### src/rtl/nic_halt_pkg.sv
package nic_halt_pkg;

  typedef enum logic [2:0] {
    HS_IDLE,
    HS_MASK_PRE,
    HS_DRAIN,
    HS_SETTLE,
    HS_MASK_POST,
    HS_READ_CAUSE,
    HS_FIN
  } halt_state_e;

  localparam int unsigned GP_PINS = 4;
  localparam logic [GP_PINS-1:0] GP_DIR_INIT = 4'b1111;
  localparam logic [GP_PINS-1:0] GP_VAL_INIT = 4'b1101;

endpackage

### src/rtl/halt_delay.sv
module halt_delay #(
  parameter int unsigned CW = 4
) (
  input  logic          clk,
  input  logic          rst_n,
  input  logic          load_i,
  input  logic [CW-1:0] load_val_i,
  input  logic          run_i,
  output logic          zero_o
);
  logic [CW-1:0] cnt_q;

  always_ff @(posedge clk or negedge rst_n) begin
    if (!rst_n) begin
      cnt_q <= '0;
    end else if (load_i) begin
      cnt_q <= load_val_i;
    end else if (run_i && (cnt_q != '0)) begin
      cnt_q <= cnt_q - 1'b1;
    end
  end

  assign zero_o = (cnt_q == '0);
endmodule

### src/rtl/self_clr_rst.sv
module self_clr_rst #(
  parameter int unsigned PULSE = 3,
  parameter int unsigned CW    = 4
) (
  input  logic clk,
  input  logic rst_n,
  input  logic fire_i,
  input  logic hold_i,
  output logic rst_o
);
  localparam logic [CW-1:0] LOADV = CW'(PULSE - 1);

  logic          bit_q;
  logic [CW-1:0] cnt_q;

  always_ff @(posedge clk or negedge rst_n) begin
    if (!rst_n) begin
      bit_q <= 1'b0;
      cnt_q <= '0;
    end else if (fire_i) begin
      bit_q <= 1'b1;
      cnt_q <= LOADV;
    end else if (bit_q) begin
      if (cnt_q != '0) begin
        cnt_q <= cnt_q - 1'b1;
      end else if (!hold_i) begin
        bit_q <= 1'b0;
      end
    end
  end

  assign rst_o = bit_q;
endmodule

### src/rtl/gp_init_reg.sv
module gp_init_reg
  import nic_halt_pkg::*;
(
  input  logic               clk,
  input  logic               rst_n,
  input  logic               load_i,
  output logic [GP_PINS-1:0] dir_o,
  output logic [GP_PINS-1:0] val_o
);
  always_ff @(posedge clk or negedge rst_n) begin
    if (!rst_n) begin
      dir_o <= '0;
      val_o <= '0;
    end else if (load_i) begin
      dir_o <= GP_DIR_INIT;
      val_o <= GP_VAL_INIT;
    end
  end
endmodule

### src/rtl/nic_halt_seq.sv
module nic_halt_seq
  import nic_halt_pkg::*;
#(
  parameter int unsigned IRQ_W    = 32,
  parameter int unsigned PRE_CYC  = 5,
  parameter int unsigned POST_CYC = 8,
  parameter int unsigned RST_CYC  = 3
) (
  input  logic             clk,
  input  logic             rst_n,
  input  logic             stop_i,
  input  logic             start_i,
  input  logic             rst_hold_i,
  output logic             halted_o,
  output logic             rx_en_o,
  output logic             tx_en_o,
  output logic             imc_wr_o,
  output logic [IRQ_W-1:0] imc_data_o,
  output logic             grst_o,
  output logic [3:0]       gp_dir_o,
  output logic [3:0]       gp_val_o,
  output logic             icr_rd_o,
  output logic             done_o,
  output logic             result_o
);
  localparam int unsigned MAX_A = (PRE_CYC > POST_CYC) ? PRE_CYC : POST_CYC;
  localparam int unsigned MAX_V = (MAX_A > RST_CYC) ? MAX_A : RST_CYC;
  localparam int unsigned CW    = $clog2(MAX_V + 1);
  localparam logic [CW-1:0] PRE_LD  = CW'(PRE_CYC - 1);
  localparam logic [CW-1:0] POST_LD = CW'(POST_CYC - 1);

  halt_state_e state_q;
  logic        halted_q, rx_en_q, tx_en_q, result_q;
  logic        tmr_load, tmr_run, tmr_zero, fire_rst;
  logic [CW-1:0] tmr_val;

  assign fire_rst = (state_q == HS_DRAIN) && tmr_zero;
  assign tmr_load = (state_q == HS_MASK_PRE) || fire_rst;
  assign tmr_val  = (state_q == HS_MASK_PRE) ? PRE_LD : POST_LD;
  assign tmr_run  = (state_q == HS_DRAIN) || (state_q == HS_SETTLE);

  halt_delay #(.CW(CW)) u_delay (
    .clk       (clk),
    .rst_n     (rst_n),
    .load_i    (tmr_load),
    .load_val_i(tmr_val),
    .run_i     (tmr_run),
    .zero_o    (tmr_zero)
  );

  self_clr_rst #(.PULSE(RST_CYC), .CW(CW)) u_grst (
    .clk   (clk),
    .rst_n (rst_n),
    .fire_i(fire_rst),
    .hold_i(rst_hold_i),
    .rst_o (grst_o)
  );

  gp_init_reg u_gp (
    .clk   (clk),
    .rst_n (rst_n),
    .load_i(fire_rst),
    .dir_o (gp_dir_o),
    .val_o (gp_val_o)
  );

  always_ff @(posedge clk or negedge rst_n) begin
    if (!rst_n) begin
      state_q  <= HS_IDLE;
      halted_q <= 1'b0;
      rx_en_q  <= 1'b1;
      tx_en_q  <= 1'b1;
      result_q <= 1'b0;
    end else begin
      unique case (state_q)
        HS_IDLE: begin
          if (start_i) begin
            halted_q <= 1'b0;
            rx_en_q  <= 1'b1;
            tx_en_q  <= 1'b1;
          end else if (stop_i) begin
            if (halted_q) begin
              result_q <= 1'b0;
              state_q  <= HS_FIN;
            end else begin
              halted_q <= 1'b1;
              state_q  <= HS_MASK_PRE;
            end
          end
        end
        HS_MASK_PRE: begin
          rx_en_q <= 1'b0;
          tx_en_q <= 1'b0;
          state_q <= HS_DRAIN;
        end
        HS_DRAIN: begin
          if (tmr_zero) state_q <= HS_SETTLE;
        end
        HS_SETTLE: begin
          if (tmr_zero) begin
            result_q <= grst_o;
            state_q  <= HS_MASK_POST;
          end
        end
        HS_MASK_POST:  state_q <= HS_READ_CAUSE;
        HS_READ_CAUSE: state_q <= HS_FIN;
        HS_FIN:        state_q <= HS_IDLE;
        default:       state_q <= HS_IDLE;
      endcase
    end
  end

  assign halted_o   = halted_q;
  assign rx_en_o    = rx_en_q;
  assign tx_en_o    = tx_en_q;
  assign imc_wr_o   = (state_q == HS_MASK_PRE) || (state_q == HS_MASK_POST);
  assign imc_data_o = {IRQ_W{imc_wr_o}};
  assign icr_rd_o   = (state_q == HS_READ_CAUSE);
  assign done_o     = (state_q == HS_FIN);
  assign result_o   = result_q;
endmodule

### config.mk
export PLATFORM = sky130hd
export DESIGN_NAME = nic_halt_seq
export DESIGN_NICKNAME = d
export VERILOG_FILES = /design/src/rtl/nic_halt_pkg.sv /design/src/rtl/halt_delay.sv /design/src/rtl/self_clr_rst.sv /design/src/rtl/gp_init_reg.sv /design/src/rtl/nic_halt_seq.sv
export SDC_FILE = /design/constraint.sdc
export NUM_CORES = 1
export LEC_CHECK = 0
export ABC_AREA = 1
export BUFFER_PORTS_ARGS = -buffer_cell sky130_fd_sc_hd__buf_2
export CORE_MARGIN = 4
export CORE_UTILIZATION = 47
export DETAILED_ROUTE_END_ITERATION = 7
export GPL_ROUTABILITY_DRIVEN = 1
export HOLD_SLACK_MARGIN = 0.05
export PLACE_DENSITY = 0.79
export SYNTH_ARGS = -nofsm -noshare
export SYNTH_HDL_FRONTEND = slang
export SYNTH_SLANG_ARGS = --single-unit
### constraint.sdc
create_clock -name clk -period 1.8 [get_ports clk]
set_input_delay 0.09 -clock clk [delete_from_list [all_inputs] [get_ports clk]]
set_output_delay 0.09 -clock clk [all_outputs]
set_load 0.03 [all_outputs]
Yosys cells after proc, flatten, opt, wreduce, memory -nomap -nowiden --
Cells that the tools add are included.
Word-level totals: register bits after elaboration 17, bits of input ports 5, output and inout bits 48, logic and storage cells 68
Operators by class: add/subtract/negate cells 2, eq/ne operators 12, multiplexer cells 25, reduce and logical (&&, ||, !) cells 20
Operators with widths (count):
- 2-to-1 mux 4 bit | 5
- case mux 3 bit (6 select lines) | 1
- 2-to-1 mux 3 bit | 5
- != test 2 bit (second input constant) | 6
- nonzero test 2 bit | 6
- 2-to-1 mux 1 bit | 11
- == test 3 bit (second input constant) | 3
- nonzero test 4 bit | 2
- subtractor 4 x 1 -> 4 bit (second input constant) | 2
- == test 3 x 2 -> 1 bit (second input constant) | 2
- AND reduction 2 bit | 3
- AND reduction 5 bit | 1
- logical NOT 4 bit | 1
- case mux 1 bit (2 select lines) | 2
- AND reduction 4 bit | 1
- == test 3 x 1 -> 1 bit (second input constant) | 1
- logical NOT 3 bit | 1
- logical OR 1 bit | 3
- logical AND 1 bit | 2
- 2-to-1 mux 2 bit | 1

Longest topological paths before layout --
Gate-level depths: netlist of run 1.
depth in word-level cells 5, gate-level depth with buffers 8, depth with buffers taken out 8

By module --
From an unflattened synthesis of run 1, not the netlist that was laid out.
Second synthesis, totals: cell total of the unflattened synthesis 189, area, all modules 1336.3 µm²
Modules (own cells, without submodules):
- nic_halt_seq | instances 1, cells an instance 96, area each 675.6 µm², sequential area each 151.4 µm²
- halt_delay | instances 1, cells an instance 46, area each 295.3 µm², sequential area each 100.1 µm²
- self_clr_rst | instances 1, cells an instance 35, area each 272.8 µm², sequential area each 125.1 µm²
- gp_init_reg | instances 1, cells an instance 12, area each 92.6 µm², sequential area each 25.0 µm²

Least setup slack after synthesis of run 1 --
No wires, ideal clock.
kind reg-to-output, start register state_q[1], end output imc_data_o[0], data arrival time 1818 ps, required time 1710 ps, slack -108 ps, cell stages (with the launch flop) 7, path buffers 1, cell sequence dfrtp_1 -> inv_2 -> nand2_1 -> nor2_1 -> inv_1 -> nand2_1 -> buf_4
Between the ends: longest elaborated chain between the ends 2, elaborated cells on any way between the ends 3, those cells by class eq/ne (2); reduce/logical (1)
Ends and longest elaborated chain:
- start, declared | line nic_halt_seq.sv:32 | halt_state_e state_q;
- start signal, assigned | line nic_halt_seq.sv:69 | state_q <= HS_IDLE;
- start signal, assigned | line nic_halt_seq.sv:84 | state_q <= HS_FIN;
- start signal, assigned | line nic_halt_seq.sv:87 | state_q <= HS_MASK_PRE;
- == test 3 x 1 -> 1 bit or == test 3 bit (tied branches) | line nic_halt_seq.sv:116 | assign imc_wr_o = (state_q == HS_MASK_PRE) || (state_q == HS_MASK_POST);
- logical OR 1 bit * | line nic_halt_seq.sv:116
- end, declared | line nic_halt_seq.sv:18 | output logic [IRQ_W-1:0] imc_data_o,
Mark *: on every way between the ends. The rest lies on a longest branch, timed or not.

Worst setup path after layout of run 1 --
start register state_q[1], end output imc_data_o[8]
Same word-level chain as after synthesis.

==> run_results.csv, run 1 <==
group,metric,value,unit
place,portBuffers,51,
routing,maxUsedRoutingLayer,"met4",
synthesis,synth_cells,164,
floorplanning,core-area,2480,um2
layout,utilization,0.522,
global_routing,grt_max_degree,34,
floorplanning,num_io_pins,53,
place,gp_congestion,0.879,
global_routing,overflow,0,
routing,avgRoutedWirePerCell,10.4,um
global_routing,grt_pass1_vias,791,
clocking,clockBufferDepth,2,
routing,wl_met1,983,um
floorplanning,initial_core_util,0.489,
global_routing,track_usage,0.121,
layout,syn_to_final_growth,6.60,%
place,dp_hpwl,1.70,mm
sta,rsz0062_at_grt,"false",
worst_setup_path,worstSetupStartpointType,"flip-flop",
routing,drt_iter0_markers,34,
synthesis,ys_ff_latch,16,
clocking,ctsHtreeMaxLevel,1,
worst_setup_path,crit_arrival,1.54,ns
sta,fin_tns_setup,0,ns
layout,antenna_cells,0,
synthesis,synth.most_common_cell,"buf_4",
clocking,cts-root-buf,"clkbuf_4",
sta,layout_min_cycle_time,1.63,ns
worst_setup_path,cp.required,1.71,ns
hold_path,worstHoldPathType,"in2reg",
clocking,clkLatencyLatePin,0.29,ns
synthesis,synth_area_leaders,"dfrtp_1 31%, buf_4 25%, nand2_1 12%, nor2_1 5.6%, nand3_1 5.0%",
sta,period_share,0.908,
worst_setup_path,crit_type,"reg2out",
synthesis,syn_avg_cell_area,7.39,um2
routing,met3_length,209,um
routing,drc,0,
clocking,cts_setup_buffers,0,
synthesis,synth-edff-count,0,
routing,vias_per_cell,4.60,
clocking,tritoncts,"yes",
worst_setup_path,worstSetupStartpoint,"state_q[1]",
sta,finalHoldViolCount,0,
clocking,path_clk_slew,0.10,ns
layout,fin_nets,191,
sta,max_freq,612,MHz
synthesis,yosysTopAreaCellShare,0.310,
floorplanning,design.die.area,3460,um2
synthesis,synth_area_leader_cell,"dfrtp_1",
layout,layout-drive-gt1-share,0.383,
clocking,clock-sinks,16,
synthesis,synthFlopType,"dfrtp_1",
sta,skew,0.00600,ns
floorplanning,fp.dieH,58.8,um
synthesis,syn-num-nets,171,
place,dp.cells,205,
worst_setup_path,cp-end-kind,"output pin",
worst_setup_path,r2r_start,"u_grst.cnt_q[0]",
routing,dr_wl_met2,1.01,mm
sta,finalMaxSlewViolations,0,
floorplanning,die_w,58.8,um
global_routing,antenna_found_initial,0,
sta,setup_violations,0,
synthesis,netlist_area,1210,um2
synthesis,synthTopCellsByCount,"40 x buf_4, 39 x nand2_1, 18 x nor2_1, 15 x dfrtp_1, 14 x inv_1",
synthesis,synth.distinct_cells,24,
routing,routed_wl,2.22,mm
worst_setup_path,critPathMaxFanout,17,
routing,num_vias,979,
global_routing,grt_pass1_wl,3.27,mm
synthesis,ys_seq_area_frac,0.331,
routing,ant_nets,0,
clocking,cts_inserted_buffers,3,
layout,nFillCells,250,
floorplanning,row_count,18,
synthesis,yosysWarnings,0,
layout,instances_no_fill,213,
routing,firstDrtPassIters,4,
synthesis,async_flop_share,1.00,
job,drv_cap,0,
outcome,status,"finished, final reports clean",
hold_path,min_from,"stop_i",
worst paths after layout:
| kind | to | slack (ns) | cells after the start |
|---|---|---|---|
| max | imc_data_o[8] | 0.17 | 6 |
| min | halted_o | 0.12 | 5 |
| max reg2reg | u_grst.cnt_q[1] | 0.43 | 7 |
| min reg2reg | tx_en_o | 0.48 | 2 |
| max in group asynchronous | tx_en_o | 1.28 | 2 |
| min in group asynchronous | result_o | 0.23 | 2 |
what timing repair did:
item,in CTS,in global routing
endpoints found under the hold margin,18,0
resized for setup,1,3
gates cloned,0,1
setup endpoints to repair,33,33
pin swaps,0,1
hold buffers,3,0
layer usage:
layer,vias to the layer above,GRT usage
met5,-,0
met3,2,0.0285
li1,515,-
met2,35,0.202
met4,0,0.0388
met1,427,0.154
layout by cell type (no fill, tap or decap), drive strengths merged, types with 2 or more instances in the layout:
master       netlist  layout
inv               17      17
a21oi              2       2
ha                 2       2
nand4              3       3
o21ai              3       3
buf               40      51
nor2              21      21
nand2             41      42
clkbuf             0       4
nand3             13      13
dlygate4sd3        0       3
dfrtp             15      15
critical path, cell delays in order (launching register included):
cell and delay, ns:
dfrtp_1 0.42, inv_2 0.11, nand2_1 0.10, nor2_2 0.14
inv_2 0.10, nand2_4 0.15, buf_2 0.22
stage by stage:
step | hold slack (ns) | setup WS (ns) | area (um2)
2_1_floorplan | -0.206 | 0.215 | 1210
3_3_place_gp | 0.0105 | 0.318 | 1210
3_5_place_dp | 0.0178 | 0.249 | 1210
4_1_cts | 0.131 | 0.0462 | 1280
5_1_grt | 0.180 | 0.0587 | 1290
6_report | 0.118 | 0.166 | 1290
cell families (layout without fill, tap and decap cells):
logic type,after synthesis,in the layout,synth area share
adder cells (fa/ha/maj),2,2,0.0206
other,1,1,0.00309
AO/OA/AOI/OAI,7,7,0.0351
buffers and inverters,57,75,0.300
AND/OR/NAND/NOR,81,82,0.310
flip-flops,16,16,0.331
area by class of cell:
type | count | area (um2) | area share
Clock buffer | 4 | 36.3 | 0.0281
Inverter | 17 | 63.8 | 0.0494
Timing Repair Buffer | 54 | 285 | 0.221
Tap cell | 30 | 37.5 | 0.0290
Multi-Input combinational cell | 92 | 468 | 0.362
Sequential cell | 16 | 402 | 0.311
state kept, by name, summed over array words and instances, names as in the netlist:
register / flops
state_q: 3
u_grst.rst_o: 1
result_o: 1
u_gp.dir_o: 1
u_grst.cnt_q: 4
tx_en_o: 1
halted_o: 1
u_delay.cnt_q: 4
Power of run 1 is left out: the tool's default activity adds up to more than one toggle a clock period on the data nets, which glitch-free logic cannot reach.
==> run 2: changes to the inputs <==
--- a/config.mk
+++ b/config.mk
@@ -8,11 +8,12 @@
 export ABC_AREA = 1
 export BUFFER_PORTS_ARGS = -buffer_cell sky130_fd_sc_hd__buf_2
 export CORE_MARGIN = 4
-export CORE_UTILIZATION = 47
+export CORE_UTILIZATION = 49
+export CTS_BUF_LIST = sky130_fd_sc_hd__clkbuf_4
 export DETAILED_ROUTE_END_ITERATION = 7
 export GPL_ROUTABILITY_DRIVEN = 1
 export HOLD_SLACK_MARGIN = 0.05
-export PLACE_DENSITY = 0.79
+export PLACE_DENSITY = 0.82
 export SYNTH_ARGS = -nofsm -noshare
 export SYNTH_HDL_FRONTEND = slang
 export SYNTH_SLANG_ARGS = --single-unit
==> run 2 against run 1 <==
Effect of this change: routed wire length grew 5.5%; sequential share of layout area is 0.85 points lower; cell count decreased by 0.94%; fmax fell by 1.7%.
==> run_results.csv, run 2 (same netlist as run 1, synthesis figures left out) <==
group,metric,value,unit
global_routing,overflow,0,
routing,routed_wl,2.34,mm
sta,setup_violations,0,
clocking,ctsHtreeMaxLevel,1,
clocking,cts-root-buf,"clkbuf_4",
layout,syn_to_final_growth,9.60,%
sta,max_freq,601,MHz
sta,skew,0.00476,ns
layout,multi_input_area,477,um2
routing,avgRoutedWirePerCell,11.1,um
worst_setup_path,critPathMaxFanout,16,
routing,firstDrtPassIters,4,
clocking,clkLatencyLatePin,0.28,ns
routing,num_vias,974,
global_routing,grt_pass1_wl,3.46,mm
floorplanning,num_io_pins,53,
floorplanning,die_w,57.7,um
layout,seq_area,402,um2
routing,ant_nets,0,
layout,layout-drive-gt1-share,0.377,
clocking,cts_setup_buffers,0,
routing,drt_iter0_markers,7,
sta,layout_min_cycle_time,1.66,ns
clocking,clockBufferDepth,2,
layout,nFillCells,227,
sta,rsz0062_at_grt,"false",
clocking,tritoncts,"yes",
sta,period_share,0.924,
routing,drc,0,
clocking,clock-sinks,16,
worst_setup_path,cp.required,1.71,ns
worst_setup_path,crit_arrival,1.57,ns
sta,finalMaxSlewViolations,0,
place,portBuffers,51,
layout,fin_nets,191,
floorplanning,fp.dieH,57.7,um
floorplanning,core-area,2280,um2
job,drv_cap,0,
global_routing,antenna_found_initial,0,
global_routing,track_usage,0.128,
global_routing,grt_max_degree,34,
layout,antenna_cells,0,
worst_setup_path,cp-end-kind,"output pin",
layout,reg_top3,"u_delay.cnt_q (4), u_grst.cnt_q (4), state_q (3)",
sta,hold_slack,0.128,ns
floorplanning,design.die.area,3330,um2
floorplanning,initial_core_util,0.533,
place,dp.cells,203,
place,dp_hpwl,1.75,mm
layout,mostFrequentLayoutCell,"nand2_1",
clocking,cts_inserted_buffers,3,
layout,instances_no_fill,211,
layout,final_cell_mix,"38 x nand2_1, 35 x buf_2, 19 x clkbuf_4",
sta,fin_tns_setup,0,ns
routing,vias_per_cell,4.62,
global_routing,grt_pass1_vias,825,
clocking,path_clk_slew,0.09,ns
worst_setup_path,crit_type,"reg2out",
worst_setup_path,worstSetupStartpointType,"flip-flop",
place,gp_congestion,0.830,
layout,utilization,0.584,
floorplanning,row_count,17,
hold_path,worstHoldPathType,"in2reg",
sta,finalHoldViolCount,0,
outcome,status,"finished, final reports clean",
[run 2: through the flow]
step           area, um2  worst slack, ns
4_1_cts             1270           0.0389
6_report            1330            0.137
5_1_grt             1330           0.0214
3_3_place_gp        1200            0.314
3_5_place_dp        1200            0.233
2_1_floorplan       1210            0.215
[run 2: per-layer routing]
layer,vias to the layer above,share of wire,track usage
li1,512,-,-
met1,426,0.42,0.158
met2,36,0.49,0.226
met3,0,0.090,0.0290
met4,0,0,0.0298
met5,-,0,0
[run 2: path summary, 6_finish.rpt]
check                                      start              end  slack (ns)  depth (start not counted)
worst min register to register           tx_en_o          tx_en_o        0.49                          2
min in group asynchronous                  rst_n  u_grst.cnt_q[1]        0.24                          2
max in group asynchronous                  rst_n          tx_en_o        1.26                          2
worst min-delay path                      stop_i         halted_o        0.13                          5
worst max register to register  u_delay.cnt_q[0]  u_grst.cnt_q[2]        0.39                          7
worst max-delay path                  state_q[1]    imc_data_o[6]        0.14                          6
[run 2: timing repair]
action | in CTS | in global routing
gates resized for setup | 1 | 19
setup endpoints to repair | 33 | 33
hold endpoints to repair | 18 | 0
gates cloned | 0 | 1
hold buffers | 3 | 0
pin swaps | 0 | 1
[run 2: critical path, cell delays in order, from the launching register on]
cell	delay [ns]
dfrtp_1	0.42
inv_2	0.11
nand2_1	0.11
nor2_2	0.15
inv_2	0.12
nand2_4	0.16
buf_2	0.22
[run 2: cell type report]
class                      instances  share of cell area
sequential                        16               0.302
multi-input combinational         92               0.359
tap                               28              0.0264
timing repair buffer              54               0.245
inverter                          17              0.0480
clock buffer                       3              0.0169
clock inverter                     1             0.00282
Power of run 2 is left out for the same reason.
==> run 3: changes to the inputs <==
--- a/config.mk
+++ b/config.mk
@@ -14,6 +14,7 @@
 export GPL_ROUTABILITY_DRIVEN = 1
 export HOLD_SLACK_MARGIN = 0.05
 export PLACE_DENSITY = 0.82
+export RECOVER_POWER = 100
 export SYNTH_ARGS = -nofsm -noshare
 export SYNTH_HDL_FRONTEND = slang
 export SYNTH_SLANG_ARGS = --single-unit
==> run 3 against run 2 <==
Effect of this change: sequential share of layout area rose by 1.2 points; critical path depth stayed put; routed wire length up 0.21%; worst setup slack got worse by 0.00062 ns; first-iteration DRC count up 43%; design area fell by 3.8%.
==> run_results.csv, run 3 (same netlist as run 1, synthesis figures left out) <==
group,metric,value,unit
sta,max_freq,601,MHz
worst_setup_path,critPathTopFamily,"buffers and inverters",
sta,hold_slack,0.129,ns
floorplanning,row_count,17,
clocking,clockBufferDepth,2,
routing,num_vias,979,
place,gp_congestion,0.830,
layout,final_cell_mix,"39 x nand2_1, 19 x clkbuf_2, 18 x nor2_1",
global_routing,grt_pass1_wl,3.46,mm
layout,antenna_cells,0,
sta,finalMaxSlewViolations,0,
sta,slew_headroom,0.447,
clocking,cts_setup_buffers,0,
routing,ant_nets,0,
routing,firstDrtPassIters,4,
sta,layout_min_cycle_time,1.66,ns
sta,timing.final.ws_setup,0.136,ns
outcome,status,"finished, final reports clean",
floorplanning,fp.dieH,57.7,um
worst_setup_path,cp.required,1.71,ns
sta,rsz0062_at_grt,"false",
routing,drt_iter0_markers,10,
clocking,cts_inserted_buffers,3,
worst_setup_path,slowest_stage,"dfrtp_1",
layout,fin_nets,191,
worst_setup_path,critPathMaxFanout,16,
global_routing,grt_pass1_vias,825,
routing,routed_wl,2.35,mm
worst_setup_path,crit_arrival,1.57,ns
global_routing,grt_max_degree,34,
layout,seq_area,402,um2
clocking,path_clk_slew,0.08,ns
clocking,clock-sinks,16,
sta,finalHoldViolCount,0,
worst_setup_path,cp-end-kind,"output pin",
place,dp_hpwl,1.75,mm
worst_setup_path,cpPeakStageDelay,0.42,ns
sta,worst_pin_slew,0.830,ns
worst_setup_path,worst_path_most_repeated_cell,"inv_2",
sta,setup_violations,0,
worst_setup_path,worstSetupStartpointType,"flip-flop",
worst_setup_path,path_cells,"inv_2 -> nand2_1 -> nor2_2 -> inv_2 -> nand2_4 -> clkbuf_2",
clocking,ctsHtreeMaxLevel,1,
layout,nFillCells,236,
floorplanning,die_w,57.7,um
clocking,clkLatencyLatePin,0.29,ns
worst_setup_path,crit_type,"reg2out",
place,portBuffers,51,
sta,period_share,0.924,
sta,skew,0.00982,ns
routing,drc,0,
global_routing,track_usage,0.128,
clocking,cts-root-buf,"clkbuf_4",
floorplanning,core-area,2280,um2
floorplanning,num_io_pins,53,
clocking,tritoncts,"yes",
global_routing,overflow,0,
global_routing,antenna_found_initial,0,
sta,fin_tns_setup,0,ns
job,drv_cap,0,
layout,layout-drive-gt1-share,0.273,
layout,syn_to_final_growth,5.47,%
routing,vias_per_cell,4.64,
layout,multi_input_area,463,um2
place,post-place-ws,0.233,ns
floorplanning,initial_core_util,0.533,
layout,mostFrequentLayoutCell,"nand2_1",
floorplanning,design.die.area,3330,um2
layout,reg_top3,"u_delay.cnt_q (4), u_grst.cnt_q (4), state_q (3)",
routing,avgRoutedWirePerCell,11.1,um
worst_setup_path,cp_num_buf_inv,3,
hold_path,worstHoldPathType,"in2reg",
[run 3: changes by cell type in the layout (fill, tap and decap cells not counted), moves of 7 or more]
| cell | before | now |
|---|---|---|
| buf_2 | 35 | 8 |
| clkbuf_2 | 0 | 19 |
| clkbuf_4 | 19 | 12 |
| clkbuf_1 | 0 | 15 |
[run 3: repair_timing]
item,in CTS,in global routing
endpoints found under the setup margin,33,33
hold buffers,3,0
gates resized for setup,1,19
endpoints found under the hold margin,18,0
pin swaps,0,1
cloned,0,1
[run 3: metal layers]
layer / wire length (um) / up-vias / GRT usage / share of wire
met4: 0 / 0 / 0.0298 / 0
met3: 206 / 0 / 0.0290 / 0.088
met1: 968 / 434 / 0.158 / 0.41
met5: 0 / - / 0 / 0
li1: - / 509 / - / -
met2: 1170 / 36 / 0.226 / 0.50
[run 3: metrics by stage]
| step | instances | cell area (um2) | utilization |
|---|---|---|---|
| after floorplan | 164 | 1210 | - |
| after global placement | 203 | 1200 | 0.529 |
| after detailed placement | 203 | 1200 | 0.529 |
| after CTS | 210 | 1270 | 0.556 |
| after global routing | 211 | 1280 | 0.562 |
| final | 211 | 1280 | 0.562 |
[run 3: worst paths after layout]
| path | from | slack (ns) | depth (start not counted) | to |
|---|---|---|---|---|
| worst max register to register | u_delay.cnt_q[0] | 0.18 | 7 | u_grst.cnt_q[0] |
| max in group asynchronous | rst_n | 0.87 | 2 | state_q[0] |
| worst min register to register | tx_en_o | 0.49 | 2 | tx_en_o |
| min in group asynchronous | rst_n | 0.41 | 2 | u_grst.cnt_q[1] |
| worst min-delay path | stop_i | 0.13 | 5 | halted_o |
| worst max-delay path | state_q[1] | 0.14 | 6 | imc_data_o[20] |
[run 3: layout make-up]
type,instances,share of cell area
multi-input combinational,92,0.362
sequential,16,0.314
timing repair buffer,54,0.226
inverter,17,0.0499
tap,28,0.0274
clock buffer,3,0.0176
clock inverter,1,0.00294
[run 3: worst min-delay path, stage by stage]
cell and delay, ns:
buf_2 0.09, inv_1 0.04, nor2_1 0.05, nand2_1 0.06, nand2_1 0.04
Power of run 3 is left out for the same reason.
